`config.mk`:
```
export PLATFORM = sky130hd
export DESIGN_NAME = panel_pwr_seq
export DESIGN_NICKNAME = d
export VERILOG_FILES = /design/src/rtl/pps_pkg.sv /design/src/rtl/pps_frame_waiter.sv /design/src/rtl/pps_step_ctrl.sv /design/src/rtl/panel_pwr_seq.sv
export SDC_FILE = /design/constraint.sdc
export NUM_CORES = 1
export LEC_CHECK = 0
export ABC_AREA = 1
export CORE_AREA = 2 2 60 62
export CTS_BUF_LIST = sky130_fd_sc_hd__clkbuf_8
export DETAILED_ROUTE_END_ITERATION = 16
export DIE_AREA = 0 0 62 64
export DONT_BUFFER_PORTS = 1
export HOLD_SLACK_MARGIN = 0.02
export PLACE_DENSITY_LB_ADDON = 0.12
export SLEW_MARGIN = 20
export SYNTH_ARGS = -nofsm -noshare
export SYNTH_HDL_FRONTEND = slang
export SYNTH_SLANG_ARGS = --single-unit
```
`constraint.sdc`:
```
create_clock -name clk -period 3.96 [get_ports clk]
set_clock_uncertainty 0.1 [all_clocks]
set_input_delay 0.396 -clock clk [delete_from_list [all_inputs] [get_ports clk]]
set_output_delay 0.396 -clock clk [all_outputs]
set_load 0.02 [all_outputs]
```
`src/rtl/pps_pkg.sv`:
```
package pps_pkg;
  typedef enum logic {
    DIR_UP   = 1'b0,
    DIR_DOWN = 1'b1
  } dir_e;

  typedef enum logic [1:0] {
    PH_IDLE = 2'd0,
    PH_LOW  = 2'd1,
    PH_HIGH = 2'd2
  } phase_e;
endpackage

```
`src/rtl/pps_frame_waiter.sv`:
```
module pps_frame_waiter
  import pps_pkg::*;
#(
  parameter int FRAMES  = 4,
  parameter int TIMEOUT = 10000
) (
  input  logic clk,
  input  logic rst,
  input  logic start,
  input  logic vsync,
  output logic fin
);
  localparam int FW = $clog2(FRAMES) + 1;
  localparam int TW = $clog2(TIMEOUT) + 1;
  localparam logic [FW-1:0] FLAST = FW'(FRAMES - 1);
  localparam logic [TW-1:0] TLAST = TW'(TIMEOUT - 1);

  phase_e        ph;
  logic [FW-1:0] fcnt;
  logic [TW-1:0] tcnt;

  always_ff @(posedge clk) begin
    if (rst) begin
      ph   <= PH_IDLE;
      fcnt <= '0;
      tcnt <= '0;
      fin  <= 1'b0;
    end else begin
      fin <= 1'b0;
      case (ph)
        PH_IDLE: begin
          if (start) begin
            ph   <= PH_LOW;
            fcnt <= '0;
            tcnt <= '0;
          end
        end
        PH_LOW: begin
          // leave when vsync is inactive, or give up after the limit
          if (!vsync || tcnt == TLAST) begin
            ph   <= PH_HIGH;
            tcnt <= '0;
          end else begin
            tcnt <= tcnt + 1'b1;
          end
        end
        PH_HIGH: begin
          if (vsync || tcnt == TLAST) begin
            tcnt <= '0;
            if (fcnt == FLAST) begin
              ph  <= PH_IDLE;
              fin <= 1'b1;
            end else begin
              fcnt <= fcnt + 1'b1;
              ph   <= PH_LOW;
            end
          end else begin
            tcnt <= tcnt + 1'b1;
          end
        end
        default: ph <= PH_IDLE;
      endcase
    end
  end
endmodule

```
`src/rtl/pps_step_ctrl.sv`:
```
module pps_step_ctrl
  import pps_pkg::*;
#(
  parameter int RAILS = 4
) (
  input  logic             clk,
  input  logic             rst,
  input  logic             up_req,
  input  logic             down_req,
  input  logic             fin,
  output logic [RAILS-1:0] rails,
  output logic             busy,
  output logic             done,
  output logic             start
);
  dir_e dir;
  logic pend;
  logic rev_req;
  logic rev_now;
  dir_e go_dir;
  logic go_complete;
  logic [RAILS-1:0] go_next;

  // thermometer stepping: the next rail above, or the top rail removed
  function automatic logic [RAILS-1:0] step_rails(input logic [RAILS-1:0] r, input dir_e d);
    if (d == DIR_UP) step_rails = {r[RAILS-2:0], 1'b1};
    else             step_rails = {1'b0, r[RAILS-1:1]};
  endfunction

  function automatic logic at_target(input logic [RAILS-1:0] r, input dir_e d);
    if (d == DIR_UP) at_target = &r;
    else             at_target = ~|r;
  endfunction

  always_comb begin
    rev_req     = (dir == DIR_UP) ? down_req : up_req;
    rev_now     = pend | rev_req;
    go_dir      = rev_now ? ((dir == DIR_UP) ? DIR_DOWN : DIR_UP) : dir;
    go_complete = at_target(rails, go_dir);
    go_next     = step_rails(rails, go_dir);
  end

  always_ff @(posedge clk) begin
    if (rst) begin
      rails <= '0;
      busy  <= 1'b0;
      done  <= 1'b0;
      start <= 1'b0;
      dir   <= DIR_UP;
      pend  <= 1'b0;
    end else begin
      done  <= 1'b0;
      start <= 1'b0;
      if (!busy) begin
        pend <= 1'b0;
        if (up_req) begin
          if (at_target(rails, DIR_UP)) begin
            done <= 1'b1;
          end else begin
            dir   <= DIR_UP;
            rails <= step_rails(rails, DIR_UP);
            start <= 1'b1;
            busy  <= 1'b1;
          end
        end else if (down_req) begin
          if (at_target(rails, DIR_DOWN)) begin
            done <= 1'b1;
          end else begin
            dir   <= DIR_DOWN;
            rails <= step_rails(rails, DIR_DOWN);
            start <= 1'b1;
            busy  <= 1'b1;
          end
        end
      end else if (fin) begin
        pend <= 1'b0;
        dir  <= go_dir;
        if (go_complete) begin
          done <= 1'b1;
          busy <= 1'b0;
        end else begin
          rails <= go_next;
          start <= 1'b1;
        end
      end else if (rev_req) begin
        pend <= 1'b1;
      end
    end
  end
endmodule

```
`src/rtl/panel_pwr_seq.sv`:
```
module panel_pwr_seq
  import pps_pkg::*;
#(
  parameter int RAILS         = 4,
  parameter int SETTLE_FRAMES = 4,
  parameter int PHASE_TIMEOUT = 10000
) (
  input  logic             clk,
  input  logic             rst,
  input  logic             up_req,
  input  logic             down_req,
  input  logic             vsync,
  output logic [RAILS-1:0] rail_en,
  output logic             busy,
  output logic             done
);
  logic wait_start;
  logic wait_fin;

  pps_step_ctrl #(
    .RAILS(RAILS)
  ) u_ctrl (
    .clk     (clk),
    .rst     (rst),
    .up_req  (up_req),
    .down_req(down_req),
    .fin     (wait_fin),
    .rails   (rail_en),
    .busy    (busy),
    .done    (done),
    .start   (wait_start)
  );

  pps_frame_waiter #(
    .FRAMES (SETTLE_FRAMES),
    .TIMEOUT(PHASE_TIMEOUT)
  ) u_wait (
    .clk  (clk),
    .rst  (rst),
    .start(wait_start),
    .vsync(vsync),
    .fin  (wait_fin)
  );
endmodule

```
Word-level counts from Yosys, hierarchy flattened --
Index checks and enable logic that the tools add are counted.
Operators by class: mux-type cells 55, reduce and logical (&&, ||, !) cells 17, add/sub/neg operators 2, equal/unequal tests 12, bitwise logic cells 4
Operators with widths (count):
- 2-to-1 mux 15 bit | 3
- one-hot mux 15 bit (3 select lines) | 1
- 2-to-1 mux 1 bit | 35
- 2-to-1 mux 4 bit | 8
- adder 15 x 1 -> 15 bit, second input constant | 1
- == test 15 x 14 -> 1 bit, second input constant | 1
- AND reduction 4 bit | 3
- 2-to-1 mux 3 bit | 3
- 2-to-1 mux 2 bit | 3
- inequality test 2 x 1 -> 1 bit, second input constant | 3
- inequality test 2 bit, second input constant | 3
- inequality test 3 x 2 -> 1 bit, second input constant | 2
- one-hot mux 2 bit (3 select lines) | 1
- one-hot mux 3 bit (2 select lines) | 1
- nonzero test 3 bit | 2
- OR reduction 3 bit | 2
- AND reduction 5 bit | 1
- OR reduction 4 bit | 1
- adder 3 x 1 -> 3 bit, second input constant | 1
- == test 3 x 2 -> 1 bit, second input constant | 1
- NOT 1 bit | 3
- AND reduction 3 bit | 1
- == test 2 x 1 -> 1 bit, second input constant | 1
- == test 2 bit, second input constant | 1
- other kinds (6) | 8
Word-level totals: register bits 30, output and inout bits 6, input port bits 5

Depth between registers and ports, before layout --
depth in word-level cells 10, gate-level depth with buffers 12, depth with buffers taken out 12

Hierarchy --
Synthesis repeated with hierarchy kept, for this count alone.
Second synthesis, totals: cell total of the unflattened synthesis 299, area, all modules 1931.9 sq um
By module, submodules not included:
- pps_frame_waiter | times used 1, area each 1350.0 sq um, cells each 209
- pps_step_ctrl | times used 1, area each 581.8 sq um, cells each 90

Least setup slack after synthesis --
No wires, ideal clock.
path kind flip-flop to flip-flop, from register u_wait.ph[0], to register u_wait.tcnt[6], arrival time 1.476 ns, buffers on the path 0, stages on the path, launching flop included 10, data required time 3.744 ns, clock period less this slack 1.692 ns, setup slack 2.268 ns, path through dfxtp_1 > inv_1 > ha_1 > nand2_1 > nand2_2 > nor2_1 > nand2_1 > nor2_1 > xor2_1 > nor2_2
Between the ends: cells in the longest elaborated chain, start to end 3
Ends and longest elaborated chain:
- from (decl) | line pps_frame_waiter.sv:18 | phase_e ph;
- from (signal assigned) | line pps_frame_waiter.sv:24 | ph <= PH_IDLE;
- from (signal assigned) | line pps_frame_waiter.sv:33 | ph <= PH_LOW;
- from (signal assigned) | line pps_frame_waiter.sv:41 | ph <= PH_HIGH;
- == test 2 x 1 -> 1 bit, or another cell as far along | line pps_frame_waiter.sv:30 | case (ph)
- nonzero test 3 bit (no source line) or inequality test 2 bit (tied branches)
- AND reduction 2 bit (no source line)
- to (signal assigned) | line pps_frame_waiter.sv:44 | tcnt <= tcnt + 1'b1;
- to (signal assigned) | line pps_frame_waiter.sv:58 | tcnt <= tcnt + 1'b1;
- to (decl) | line pps_frame_waiter.sv:20 | logic [TW-1:0] tcnt;
Several ways; a longest one is shown, not always the timed one. A chain may end at the register's enable or synchronous reset.

Final worst setup path --
Same ends and word-level chain as after synthesis.

==> impl_metrics.csv <==
group,metric,value,unit
global_route,grt_util_met1,24.72,%
floorplan,die_w,62,um
synth,synth-main-ff-cell,"dfxtp_1",
detailed_routing,drt_pass1_iterations,4,
global_route,gr-total-overflow,0,
detailed_routing,routed_via_density,4.910,
pwr,p_clk_share,23.5,%
floorplan,core-area,3284,sq um
sta,slew_headroom,65.83,%
synth,synth_cell_types,24,
sta,hold_viol_final,0,
pwr,p_sw_share,40.61,%
clock_network,clk_pin_slew,0.06,ns
floorplan,io-pin-count,11,
global_route,grt_pass1_vias,1370,
clock_network,clockRootBuffer,"clkbuf_8",
setup_path,cpPeakStageDelay,0.39,ns
placed_design,dp.cells,316,
synth,post_synth_main_area_contributors,"dfxtp_1 (34%), nand2_1 (13%), inv_1 (9.0%)",
synth,synthesis.area,1785,sq um
pwr,power_switching,0.0003882,W
setup_path,crit_chain,"inv_1 > ha_1 > nand2_1 > nand2_2 > nor2_1 > nand2_1 > nor2_1 > xor2_1 > nor2_2",
pwr,p_leak,0.8344,nW
setup_path,required,4.03,ns
sta,clock.fmax,0.5210,GHz
clock_network,ctsResizeCount,0,
global_route,met3_usage,5.668,%
sta,slew_violations,0,
setup_path,rrSetupSlack,2.04,ns
clock_network,cts_tree,"done",
clock_network,clock_path_buffers,2,
detailed_routing,ant_nets,0,
worst_hold_path,hp-class,"input port to flop",
finish,fin_cells,323,
detailed_routing,drc_errors,0,
sta,setup_slack,2.041,ns
synth,synthTopCellsByCount,"nand2_1 (64), inv_1 (43), nor2_1 (37)",
global_route,grt_max_degree,16,
finish,syn_to_final_growth,6.658,%
detailed_routing,routed_wire_length_per_instance,10.79,um
synth,synth_area_leader_cell,"dfxtp_1",
setup_path,critical_path_buf_inv_count,1,
detailed_routing,routed_wl,3485,um
sta,rsz0062_at_grt,"false",
setup_path,crit_arrival,1.99,ns
finish,drive_gt1_share,9.747,%
clock_network,cts.sinks,30,
sta,tightest_slew,0.5120,ns
floorplan,std_cell_rows,21,
synth,ys_seq_area_share,33.64,%
sta,period_needed,1.919,ns
placed_design,io_buffers,0,
finish,insertedDiodeCount,0,
placed_design,gp_congestion,0.8522,
clock_network,cts.htree.levels,2,
sta,fin_crit_sh,48.47,%
sta,finalSetupTns,0,ns
synth,yosys.area.top_type_share,33.64,%
clock_network,clock_latency,0.28,ns
global_route,top_usage_layer,"met2",
global_route,grt_first_pass_wirelength,5885,um
status,status,"completed",
synth,syn_area_per_cell,6.564,sq um
clock_network,tritoncts.num_buffers,5,
setup_path,startpoint_type,"flop",
global_route,met2_usage,31.25,%
job,drv_cap,0,
synth,yosysWarnings,0,
floorplan,die_h,64,um
placed_design,place_ws,2.055,ns
synth,synth_edf_count,0,
synth,async_flop_share,0,%
global_route,antenna_found_initial,0,
pwr,ir_worst_vdd,0.1962,mV
setup_path,crit_path_end_kind,"flop",
setup_path,slowest_stage,"dfxtp_1",
setup_path,crit_family,"simple AND/OR/NAND/NOR gates",
pwr,p_int,0.0005679,W
floorplan,start_util,54.36,%
synth,synthCells,272,
synth,synth_fp_nets,285,
setup_path,critPathMaxFanout,8,
sta,finalSetupViolCount,0,
synth,synth.most_common_cell,"nand2_1",
setup_path,path_class,"flop to flop",
pwr,p_comb_share,37.0,%
floorplan,dieArea,3968,sq um
pwr,p_per_area,502.1,nW/um^2
placed_design,hpwl,2689,um
global_route,grt_usage,19.74,%
clock_network,cts_hold_buf,0,
clock_network,post-cts-setup-buffer-count,0,
finish,nets,290,
detailed_routing,initialDrtViolationCount,64,
pwr,seqPwrFrac,39.5,%
synth,ys_ff_latch,30,
detailed_routing,vias,1586,
pwr,finalPower,0.0009561,W
[logic make-up (layout without fill, tap and decap cells)]
logic type | count (synthesis) | after routing | synth area share (%)
xor+xnor | 7 | 7 | 3.434
simple gates | 158 | 158 | 40.29
buf+inv | 46 | 51 | 10.09
fa+ha+maj | 8 | 8 | 5.606
compound gates | 23 | 23 | 6.938
flops | 30 | 30 | 33.64
[cell usage in the layout (no fill, tap or decap), drive strengths merged]
| cell | count |
|---|---|
| nand2 | 70 |
| nor2 | 50 |
| inv | 45 |
| dfxtp | 30 |
| nand3 | 28 |
| o21ai | 12 |
| a21oi | 8 |
| ha | 8 |
| xor2 | 6 |
| nor3 | 6 |
| clkbuf | 5 |
| nand4 | 3 |
| clkinv | 1 |
| o31ai | 1 |
| o21bai | 1 |
| xnor2 | 1 |
| nand3b | 1 |
| a2111oi | 1 |
[cell type report]
cell class	count	area, sq um
clock buffers	5	68.82
inverters	44	165.2
clock inverters	2	7.507
fillers	336	1380
multi-input cells	196	1005
well taps	46	57.56
flip-flops and latches	30	600.6
[through the flow]
stage	util [%]	instance area, sq um	hold WS, ns
after floorplan	-	1785	0.3352
after detailed placement	55.66	1828	0.3584
after global routing	57.98	1904	0.06990
after global placement	55.66	1828	0.3549
after CTS	57.98	1904	0.07208
final	57.98	1904	0.08097
[worst paths after layout]
kind | start | endpoint | depth (start not counted)
setup / recovery | u_wait.ph[0]$_SDFFE_PP0P_ | u_wait.tcnt[6]$_SDFFE_PP0P_ | 9
setup reg to reg | u_wait.ph[0]$_SDFFE_PP0P_ | u_wait.tcnt[6]$_SDFFE_PP0P_ | 9
hold reg to reg | u_wait.fcnt[2]$_SDFFE_PP0P_ | u_wait.fcnt[2]$_SDFFE_PP0P_ | 2
hold / removal | rst | u_wait.fcnt[1]$_SDFFE_PP0P_ | 1
[registers in the layout, summed over array words and instances (netlist names)]
signal	count
u_wait.fin	1
u_wait.ph	2
u_ctrl.pend	1
u_ctrl.start	1
u_wait.fcnt	3
u_ctrl.done	1
u_ctrl.busy	1
u_ctrl.dir	1
u_wait.tcnt	15
u_ctrl.rails	4
[power groups by stage]
stage	clock [W]	combinational (W)	sequential, W
2_1_floorplan	0	0.000307	0.000376
3_3_place_gp	0	0.000356	0.000382
3_5_place_dp	0	0.000356	0.000385
4_1_cts	0.000230	0.000357	0.000378
5_1_grt	0.000243	0.000413	0.000382
6_report	0.000225	0.000354	0.000377
[layer usage]
| layer | vias up | share of wire [%] |
|---|---|---|
| li1 | 855 | - |
| met1 | 700 | 48 |
| met2 | 23 | 47 |
| met3 | 8 | 3.1 |
| met4 | 0 | 2.0 |
| met5 | - | 0 |
No activity file was read; power rests on OpenSTA's default activity.
